File: src/rtl/secmem_pkg.sv
package secmem_pkg;

  localparam int PAGE_SHIFT = 12;

  typedef enum logic [1:0] {
    RESP_OKAY   = 2'b00,
    RESP_EXOKAY = 2'b01,
    RESP_SLVERR = 2'b10,
    RESP_DECERR = 2'b11
  } axiResp_e;

  typedef enum logic [1:0] {
    PEND_NONE     = 2'd0,
    PEND_SECURE   = 2'd1,
    PEND_RESERVED = 2'd2
  } pend_e;

  // Strobes from control to datapath
  typedef struct packed {
    logic memEn;
    logic memWe;
    logic keepData;
  } dpStrobe_t;

endpackage

File: src/rtl/secmem_ctrl.sv
module secmem_ctrl
  import secmem_pkg::*;
#(
  parameter int PAGE_W        = 4,
  parameter int RAM_PAGES     = 4,
  parameter int ROM_PAGES     = 2,
  parameter int ROM_BASE_PAGE = 8,
  localparam int MAP_W        = RAM_PAGES + ROM_PAGES
) (
  input  logic              clk,
  input  logic              rstN,
  input  logic              cfgWe,
  input  logic [MAP_W-1:0]  cfgMap,
  input  logic              parityEn,
  input  logic              reqValid,
  input  logic              reqWrite,
  input  logic              reqLock,
  input  logic [2:0]        reqProt,
  input  logic [PAGE_W-1:0] reqPage,
  input  logic              memParityErr,
  output dpStrobe_t         strobe,
  output logic              rspValid,
  output logic [1:0]        rspResp
);

  logic [MAP_W-1:0] secMap;
  logic [MAP_W-1:0] pageHit;
  logic             mapped;
  logic             secureHit;
  logic             violation;
  logic             allowed;
  logic             exclWrite;
  logic             reqNonSecure;
  logic             protUnused;
  pend_e            pendNext;

  logic             s1Valid;
  logic             s1Read;
  pend_e            s1Pend;
  logic             parityHit;
  axiResp_e         finalResp;

  assign reqNonSecure = reqProt[1];
  assign protUnused   = reqProt[2] ^ reqProt[0];

  // Security map: resets to all pages secure
  always_ff @(posedge clk or negedge rstN) begin
    if (!rstN)      secMap <= '1;
    else if (cfgWe) secMap <= cfgMap;
  end

  // One comparator per mapped page
  for (genvar gi = 0; gi < MAP_W; gi++) begin : g_page
    localparam int PAGE_NO = (gi < RAM_PAGES) ? gi : ROM_BASE_PAGE + gi - RAM_PAGES;
    assign pageHit[gi] = (reqPage == PAGE_W'(PAGE_NO));
  end

  always_comb begin
    mapped    = |pageHit;
    secureHit = |(pageHit & secMap);
    violation = reqNonSecure & secureHit;
    allowed   = reqValid & mapped & ~violation;
    exclWrite = reqWrite & reqLock;
    // Security first, then reserved space
    if (violation)   pendNext = PEND_SECURE;
    else if (!mapped) pendNext = PEND_RESERVED;
    else             pendNext = PEND_NONE;
    strobe.memEn = allowed & ~exclWrite;
    strobe.memWe = allowed & reqWrite & ~reqLock;
  end

  // Stage 1: decision travels with the memory access
  always_ff @(posedge clk or negedge rstN) begin
    if (!rstN) begin
      s1Valid <= 1'b0;
      s1Read  <= 1'b0;
      s1Pend  <= PEND_NONE;
    end else begin
      s1Valid <= reqValid;
      s1Read  <= allowed & ~reqWrite;
      s1Pend  <= pendNext;
    end
  end

  // Stage 2: merge with parity from the read path
  always_comb begin
    parityHit       = s1Read & parityEn & memParityErr;
    strobe.keepData = s1Read & ~(parityEn & memParityErr);
    unique case (s1Pend)
      PEND_SECURE:   finalResp = RESP_DECERR;
      PEND_RESERVED: finalResp = RESP_SLVERR;
      default:       finalResp = parityHit ? RESP_SLVERR : RESP_OKAY;
    endcase
  end

  always_ff @(posedge clk or negedge rstN) begin
    if (!rstN) begin
      rspValid <= 1'b0;
      rspResp  <= RESP_OKAY;
    end else begin
      rspValid <= s1Valid;
      rspResp  <= s1Valid ? finalResp : RESP_OKAY;
    end
  end

endmodule

File: src/rtl/secmem_datapath.sv
module secmem_datapath
  import secmem_pkg::*;
#(
  parameter int ADDR_W = 16,
  parameter int DATA_W = 32,
  parameter int ID_W   = 4
) (
  input  logic              clk,
  input  logic              rstN,
  input  dpStrobe_t         strobe,
  input  logic [ID_W-1:0]   reqId,
  input  logic [ADDR_W-1:0] reqAddr,
  input  logic [DATA_W-1:0] reqWdata,
  input  logic [DATA_W-1:0] memRdata,
  output logic              memEn,
  output logic              memWe,
  output logic [ADDR_W-1:0] memAddr,
  output logic [DATA_W-1:0] memWdata,
  output logic [ID_W-1:0]   rspId,
  output logic [DATA_W-1:0] rspData
);

  logic [ID_W-1:0] s1Id;

  assign memEn    = strobe.memEn;
  assign memWe    = strobe.memWe;
  assign memAddr  = strobe.memEn ? reqAddr : '0;
  assign memWdata = strobe.memWe ? reqWdata : '0;

  always_ff @(posedge clk or negedge rstN) begin
    if (!rstN) begin
      s1Id    <= '0;
      rspId   <= '0;
      rspData <= '0;
    end else begin
      s1Id    <= reqId;
      rspId   <= s1Id;
      rspData <= strobe.keepData ? memRdata : '0;
    end
  end

endmodule

File: src/rtl/secmem_resp_gate.sv
module secmem_resp_gate
  import secmem_pkg::*;
#(
  parameter int ADDR_W        = 16,
  parameter int DATA_W        = 32,
  parameter int ID_W          = 4,
  parameter int RAM_PAGES     = 4,
  parameter int ROM_PAGES     = 2,
  parameter int ROM_BASE_PAGE = 8,
  localparam int MAP_W        = RAM_PAGES + ROM_PAGES,
  localparam int PAGE_W       = ADDR_W - PAGE_SHIFT
) (
  input  logic              clk,
  input  logic              rstN,
  input  logic              cfgWe,
  input  logic [MAP_W-1:0]  cfgMap,
  input  logic              parityEn,
  input  logic              reqValid,
  input  logic              reqWrite,
  input  logic              reqLock,
  input  logic [2:0]        reqProt,
  input  logic [ID_W-1:0]   reqId,
  input  logic [ADDR_W-1:0] reqAddr,
  input  logic [DATA_W-1:0] reqWdata,
  output logic              memEn,
  output logic              memWe,
  output logic [ADDR_W-1:0] memAddr,
  output logic [DATA_W-1:0] memWdata,
  input  logic [DATA_W-1:0] memRdata,
  input  logic              memParityErr,
  output logic              rspValid,
  output logic [1:0]        rspResp,
  output logic [ID_W-1:0]   rspId,
  output logic [DATA_W-1:0] rspData
);

  dpStrobe_t strobe;

  secmem_ctrl #(
    .PAGE_W(PAGE_W), .RAM_PAGES(RAM_PAGES),
    .ROM_PAGES(ROM_PAGES), .ROM_BASE_PAGE(ROM_BASE_PAGE)
  ) u_ctrl (
    .clk(clk), .rstN(rstN), .cfgWe(cfgWe), .cfgMap(cfgMap),
    .parityEn(parityEn), .reqValid(reqValid), .reqWrite(reqWrite),
    .reqLock(reqLock), .reqProt(reqProt),
    .reqPage(reqAddr[ADDR_W-1:PAGE_SHIFT]),
    .memParityErr(memParityErr), .strobe(strobe),
    .rspValid(rspValid), .rspResp(rspResp)
  );

  secmem_datapath #(
    .ADDR_W(ADDR_W), .DATA_W(DATA_W), .ID_W(ID_W)
  ) u_dp (
    .clk(clk), .rstN(rstN), .strobe(strobe), .reqId(reqId),
    .reqAddr(reqAddr), .reqWdata(reqWdata), .memRdata(memRdata),
    .memEn(memEn), .memWe(memWe), .memAddr(memAddr),
    .memWdata(memWdata), .rspId(rspId), .rspData(rspData)
  );

endmodule

File: config.mk
export PLATFORM = sky130hd
export DESIGN_NAME = secmem_resp_gate
export DESIGN_NICKNAME = d
export VERILOG_FILES = /design/src/rtl/secmem_pkg.sv /design/src/rtl/secmem_ctrl.sv /design/src/rtl/secmem_datapath.sv /design/src/rtl/secmem_resp_gate.sv
export SDC_FILE = /design/constraint.sdc
export NUM_CORES = 1
export LEC_CHECK = 0
export CAP_MARGIN = 20
export CORE_MARGIN = 2
export CORE_UTILIZATION = 36
export CTS_CLUSTER_DIAMETER = 80
export CTS_CLUSTER_SIZE = 30
export DETAILED_ROUTE_END_ITERATION = 8
export HOLD_SLACK_MARGIN = 0.1
export PLACE_DENSITY = 0.86
export SLEW_MARGIN = 5
export SYNTH_ARGS = -nofsm -noshare
export SYNTH_HDL_FRONTEND = slang
export SYNTH_SLANG_ARGS = --single-unit
File: constraint.sdc
create_clock -name clk -period 3.9 [get_ports clk]
set_input_delay 0.78 -clock clk [delete_from_list [all_inputs] [get_ports clk]]
set_output_delay 0.78 -clock clk [all_outputs]
set_load 0.1 [all_outputs]
Yosys cells after proc, flatten, opt, wreduce, memory -nomap -nowiden --
Cells that the tools add are included.
Cells by class: equal/unequal tests 7, muxes and demuxes 8, reductions and logical operators 3, bitwise logic cells 18
Operators by type and width (number):
- 32-bit two-way mux | 2
- 16-bit two-way mux | 1
- 1-bit bitwise AND | 12
- 6-bit OR reduction | 2
- 4-bit by 2-bit equality test with 1-bit output (second input constant) | 2
- 4-bit equality test (second input constant) | 2
- 2-bit two-way mux | 4
- 6-bit bitwise AND | 1
- 1-bit NOT | 5
- 4-bit by 1-bit equality test with 1-bit output (second input constant) | 1
- 4-bit logical NOT | 1
- 2-bit one-hot mux with 2 select lines | 1
- 2-bit by 1-bit equality test with 1-bit output (second input constant) | 1
- 2-bit equality test (second input constant) | 1
Word-level totals: output and inout bits 89, flip-flop bits (word level) 53

Longest topological paths before layout --
word-level depth 9, gate-level depth with buffers 4, gate-level depth less buffers 3

By module --
From an unflattened synthesis, not the netlist that was laid out.
Second synthesis, totals: cells, all modules 172, area total of the unflattened synthesis 2180.8 µm²
By module, submodules not included:
- secmem_datapath | seq. area each 1001.0 µm², times used 1, area an instance 1601.5 µm², cells each 129
- secmem_ctrl | seq. area each 332.8 µm², times used 1, area an instance 579.3 µm², cells each 43

Worst setup path before layout --
OpenSTA, ideal clock, no wires.
kind input-to-output, start in reqValid, end out memWdata[0], buffers on the path 2, stages 4, path slack -556 ps, data required time 3120 ps, data arrival time 3676 ps, path through buf_1 -> nand4b_1 -> buf_2 -> a211oi_1
On the way: word-level cells in the longest chain between the ends 5
Ends and longest elaborated chain:
- start, declared | RTL line secmem_resp_gate.sv:18 | input logic reqValid,
- 1-bit bitwise AND (2 in a row) | RTL line secmem_ctrl.sv:62 | allowed = reqValid & mapped & ~violation;
- 1-bit bitwise AND (2 in a row) | RTL line secmem_ctrl.sv:69 | strobe.memWe = allowed & reqWrite & ~reqLock;
- 32-bit two-way mux | RTL line secmem_datapath.sv:28 | assign memWdata = strobe.memWe ? reqWdata : '0;
- end, declared | RTL line secmem_resp_gate.sv:28 | output logic [DATA_W-1:0] memWdata,
Every way passes these cells.

Worst setup path in the final report --
start in reqAddr[12], end out memWdata[15]
On the way: word-level cells in the longest chain between the ends 9, elaborated cells between the ends (all ways) 16
Ends and longest elaborated chain:
- start, declared | RTL line secmem_resp_gate.sv:23 | input logic [ADDR_W-1:0] reqAddr,
- 4-bit by 1-bit equality test with 1-bit output, or another cell as far along | RTL line secmem_ctrl.sv:55 | assign pageHit[gi] = (reqPage == PAGE_W'(PAGE_NO));
- 6-bit bitwise AND | RTL line secmem_ctrl.sv:60 | secureHit = |(pageHit & secMap);
- 6-bit OR reduction | RTL line secmem_ctrl.sv:60
- 1-bit bitwise AND | RTL line secmem_ctrl.sv:61 | violation = reqNonSecure & secureHit;
- 1-bit NOT | RTL line secmem_ctrl.sv:62
- 1-bit bitwise AND * | RTL line secmem_ctrl.sv:62
- 1-bit bitwise AND * (2 in a row) | RTL line secmem_ctrl.sv:69
- 32-bit two-way mux * | RTL line secmem_datapath.sv:28
Mark *: on every way between the ends. The rest lies on a longest branch, timed or not.

==> results.toml <==
[floorplanning]
dieArea_mm2 = 0.00740
core_mm2 = 0.00642
initial_core_util_pct = 37.7
die_h_um = 86.0
ios = 190
fp.dieW_um = 86.0
fp-row-count = 29

[drt]
drt-initial-drc-count = 56
vias_per_cell = 4.95
post_drt_wl_per_cell_um = 16.4
wl_mm = 8.02
ant_nets = 0
dr.pass1.iters = 4
via_count = 2415
drc = 0

[outcome]
status = "finished clean"

[worst_setup_path]
path_cells = "clkdlybuf4s50_1 -> mux2i_1 -> o41ai_4 -> buf_12 -> a211oi_1 -> buf_12"
crit_slowest_cell = "clkdlybuf4s50_1"
reg2reg_to = "u_ctrl.s1Read$_DFF_PN0_"
cp.arrival_ns = 2.67
startpoint_type = "primary input"
worst-r2r-setup-slack_ns = 2.49
worstRegToRegCells = 4
slowest_delay_ns = 0.58
cp.required_ns = 3.12
startpoint = "reqAddr[12]"
reg2reg_from = "u_ctrl.secMap[5]$_DFFE_PN1P_"
path_max_fanout = 51
path_common_cell = "buf_12"
endpoint_kind = "primary output"
endpoint = "memWdata[15]"
crit_type = "in2out"

[yosys]
ys_ff_latch = 53
synth_area_leaders = "dfrtp_1 49%, a211oi_1 10%, and2_1 8.8%"
yosys_warnings = 0
yosysMostFrequentCell = "dfrtp_1"
netlist.area_leader.share_pct = 48.6
synth_edf_count = 0
yosysTopAreaCell = "dfrtp_1"
synth_cells = 232
syn_nets = 334
synth_ff_type = "dfrtp_1"
avgSynthCellArea_um2 = 10.4
ys_async_sr_fraction_pct = 100
syn_area_mm2 = 0.00242
synth_cell_types = 26
synthTopCellsByCount = "47 x dfrtp_1, 35 x inv_1, 34 x and2_1"
ys_seq_area_share_pct = 55.1

[placed_design]
gp_congestion = 0.816
port_buffers = 186
hpwl_mm = 6.24

[sta]
rsz0062_at_grt = "no"
fmax_mhz = 290
setup_viol = 0
tns_ns = 0
slew_headroom_pct = 33.2
fin_crit_ns = 3.45
clock_skew_ns = 0.00382
period_share_pct = 88.5
hold_viol_final = 0
worst_pin_slew_ns = 0.999
drv_slew = 0

[cts]
cts_buffers = 5
cts_tree = "done"
cts_sinks = 53
cts-resized-gates = 0
cts_buffer_depth = 2
htree_levels = 2
insertion_delay_ns = 0.29
root_buffer = "clkbuf_8"
post_cts_buffers = 0
hold_buffers = 0
clk_pin_slew_ns = 0.09

[flow_run]
maxCapViolCount = 0

[global_routing]
grt_pass1_vias = 2478
grt_pass1_wl_mm = 12.4
grt.total_usage_pct = 21.3
overflow = 0
antenna_found_initial = 0
grt_max_degree = 54

[power_and_ir_drop]
powerDensity_mw_per_mm2 = 276
p_total_mw = 1.37
peakVddDrop_mv = 0.226
leakagePower_nw = 2.16

[final_layout]
syn_to_final_growth_pct = 106
nets = 512
antennaDiodeCount = 0
fin_util_pct = 77.6
drive_gt1_share_pct = 19.7

[hold_path]
hp-start = "u_dp.s1Id[1]$_DFF_PN0_"
hp-class = "reg2reg"
-- final cells by class --
type	instances	area [um2]
clock buffers	6	72.6
well taps	77	96.3
flip-flops and latches	53	1330
clock inverters	2	38.8
inverters	35	131
fillers	413	1440
repair buffers	193	2440
multi-input cells	122	875
-- registers in the layout, summed over array words and instances (netlist names) --
signal / count
u_ctrl.s1Read: 1
u_ctrl.s1Pend: 2
u_dp.rspId: 4
u_ctrl.rspValid: 1
u_ctrl.secMap: 6
u_ctrl.s1Valid: 1
u_ctrl.rspResp: 2
u_dp.rspData: 32
u_dp.s1Id: 4
-- cell families after synthesis --
kind of cell,count (synthesis),share of synthesized area (%)
AO/OA/AOI/OAI,55,16.2
AND/OR/NAND/NOR,56,14.3
other,1,0.155
adder cells (fa/ha/maj),1,0.516
multiplexers,9,4.03
buffers and inverters,57,9.76
flip-flops,53,55.1
-- cells in the final DEF (no fill, tap or decap), drive strengths merged --
master / count
conb: 1
clkinv: 1
dfstp: 6
and2: 34
nand3: 1
nand4b: 1
mux2i: 3
dfrtp: 47
a21boi: 2
buf: 57
inv: 35
bufinv: 1
o41ai: 1
a21oi: 17
nor2b: 1
a211oi: 33
or3b: 1
mux2: 6
a221oi: 1
a22oi: 1
clkdlybuf4s50: 136
nand4: 15
clkbuf: 6
nand2: 2
ha: 1
nor2: 1
-- per-layer routing --
| layer | wire (um) | vias up | track usage (%) |
|---|---|---|---|
| li1 | - | 1146 | - |
| met1 | 2970 | 1176 | 25.1 |
| met2 | 4530 | 85 | 39.3 |
| met3 | 420 | 8 | 4.43 |
| met4 | 104 | 0 | 5.19 |
| met5 | 0 | - | 0 |
-- how the worst min path moves through the flow --
stage / slack, ns / cells past startpoint / endpoint
3_3_place_gp: 0.33 / 0 / u_dp.rspId[3]$_DFF_PN0_
3_5_place_dp: 0.34 / 0 / u_dp.rspId[1]$_DFF_PN0_
5_1_grt: 0.37 / 0 / u_dp.rspId[3]$_DFF_PN0_
4_1_cts: 0.36 / 0 / u_dp.rspId[1]$_DFF_PN0_
6_report: 0.35 / 0 / u_dp.rspId[1]$_DFF_PN0_
2_1_floorplan: 0.33 / 0 / u_dp.rspId[0]$_DFF_PN0_
-- where the power goes --
group | internal [mW] | switching (mW) | leakage [nW]
Combinational | 0.175 | 0.260 | 1.41
Sequential | 0.574 | 0.00725 | 0.687
Clock | 0.193 | 0.165 | 0.0554
-- worst max-delay path: cells and delay by family --
family	cells	cell delay, ns
buffers and inverters	3	1.01
muxes	1	0.31
AOI/OAI and AO/OA	2	0.55
-- through the flow --
stage          instances  hold slack (ns)  setup slack (ns)  instance area [um2]
6_report             488            0.353             0.447                 4980
5_1_grt              488            0.371             0.325                 4980
4_1_cts              487            0.357             0.428                 4960
3_5_place_dp         479            0.336             0.426                 4850
3_3_place_gp         479            0.332             0.433                 4850
2_1_floorplan        232            0.331            -0.556                 2430
Power figures use the tool's default switching activity.
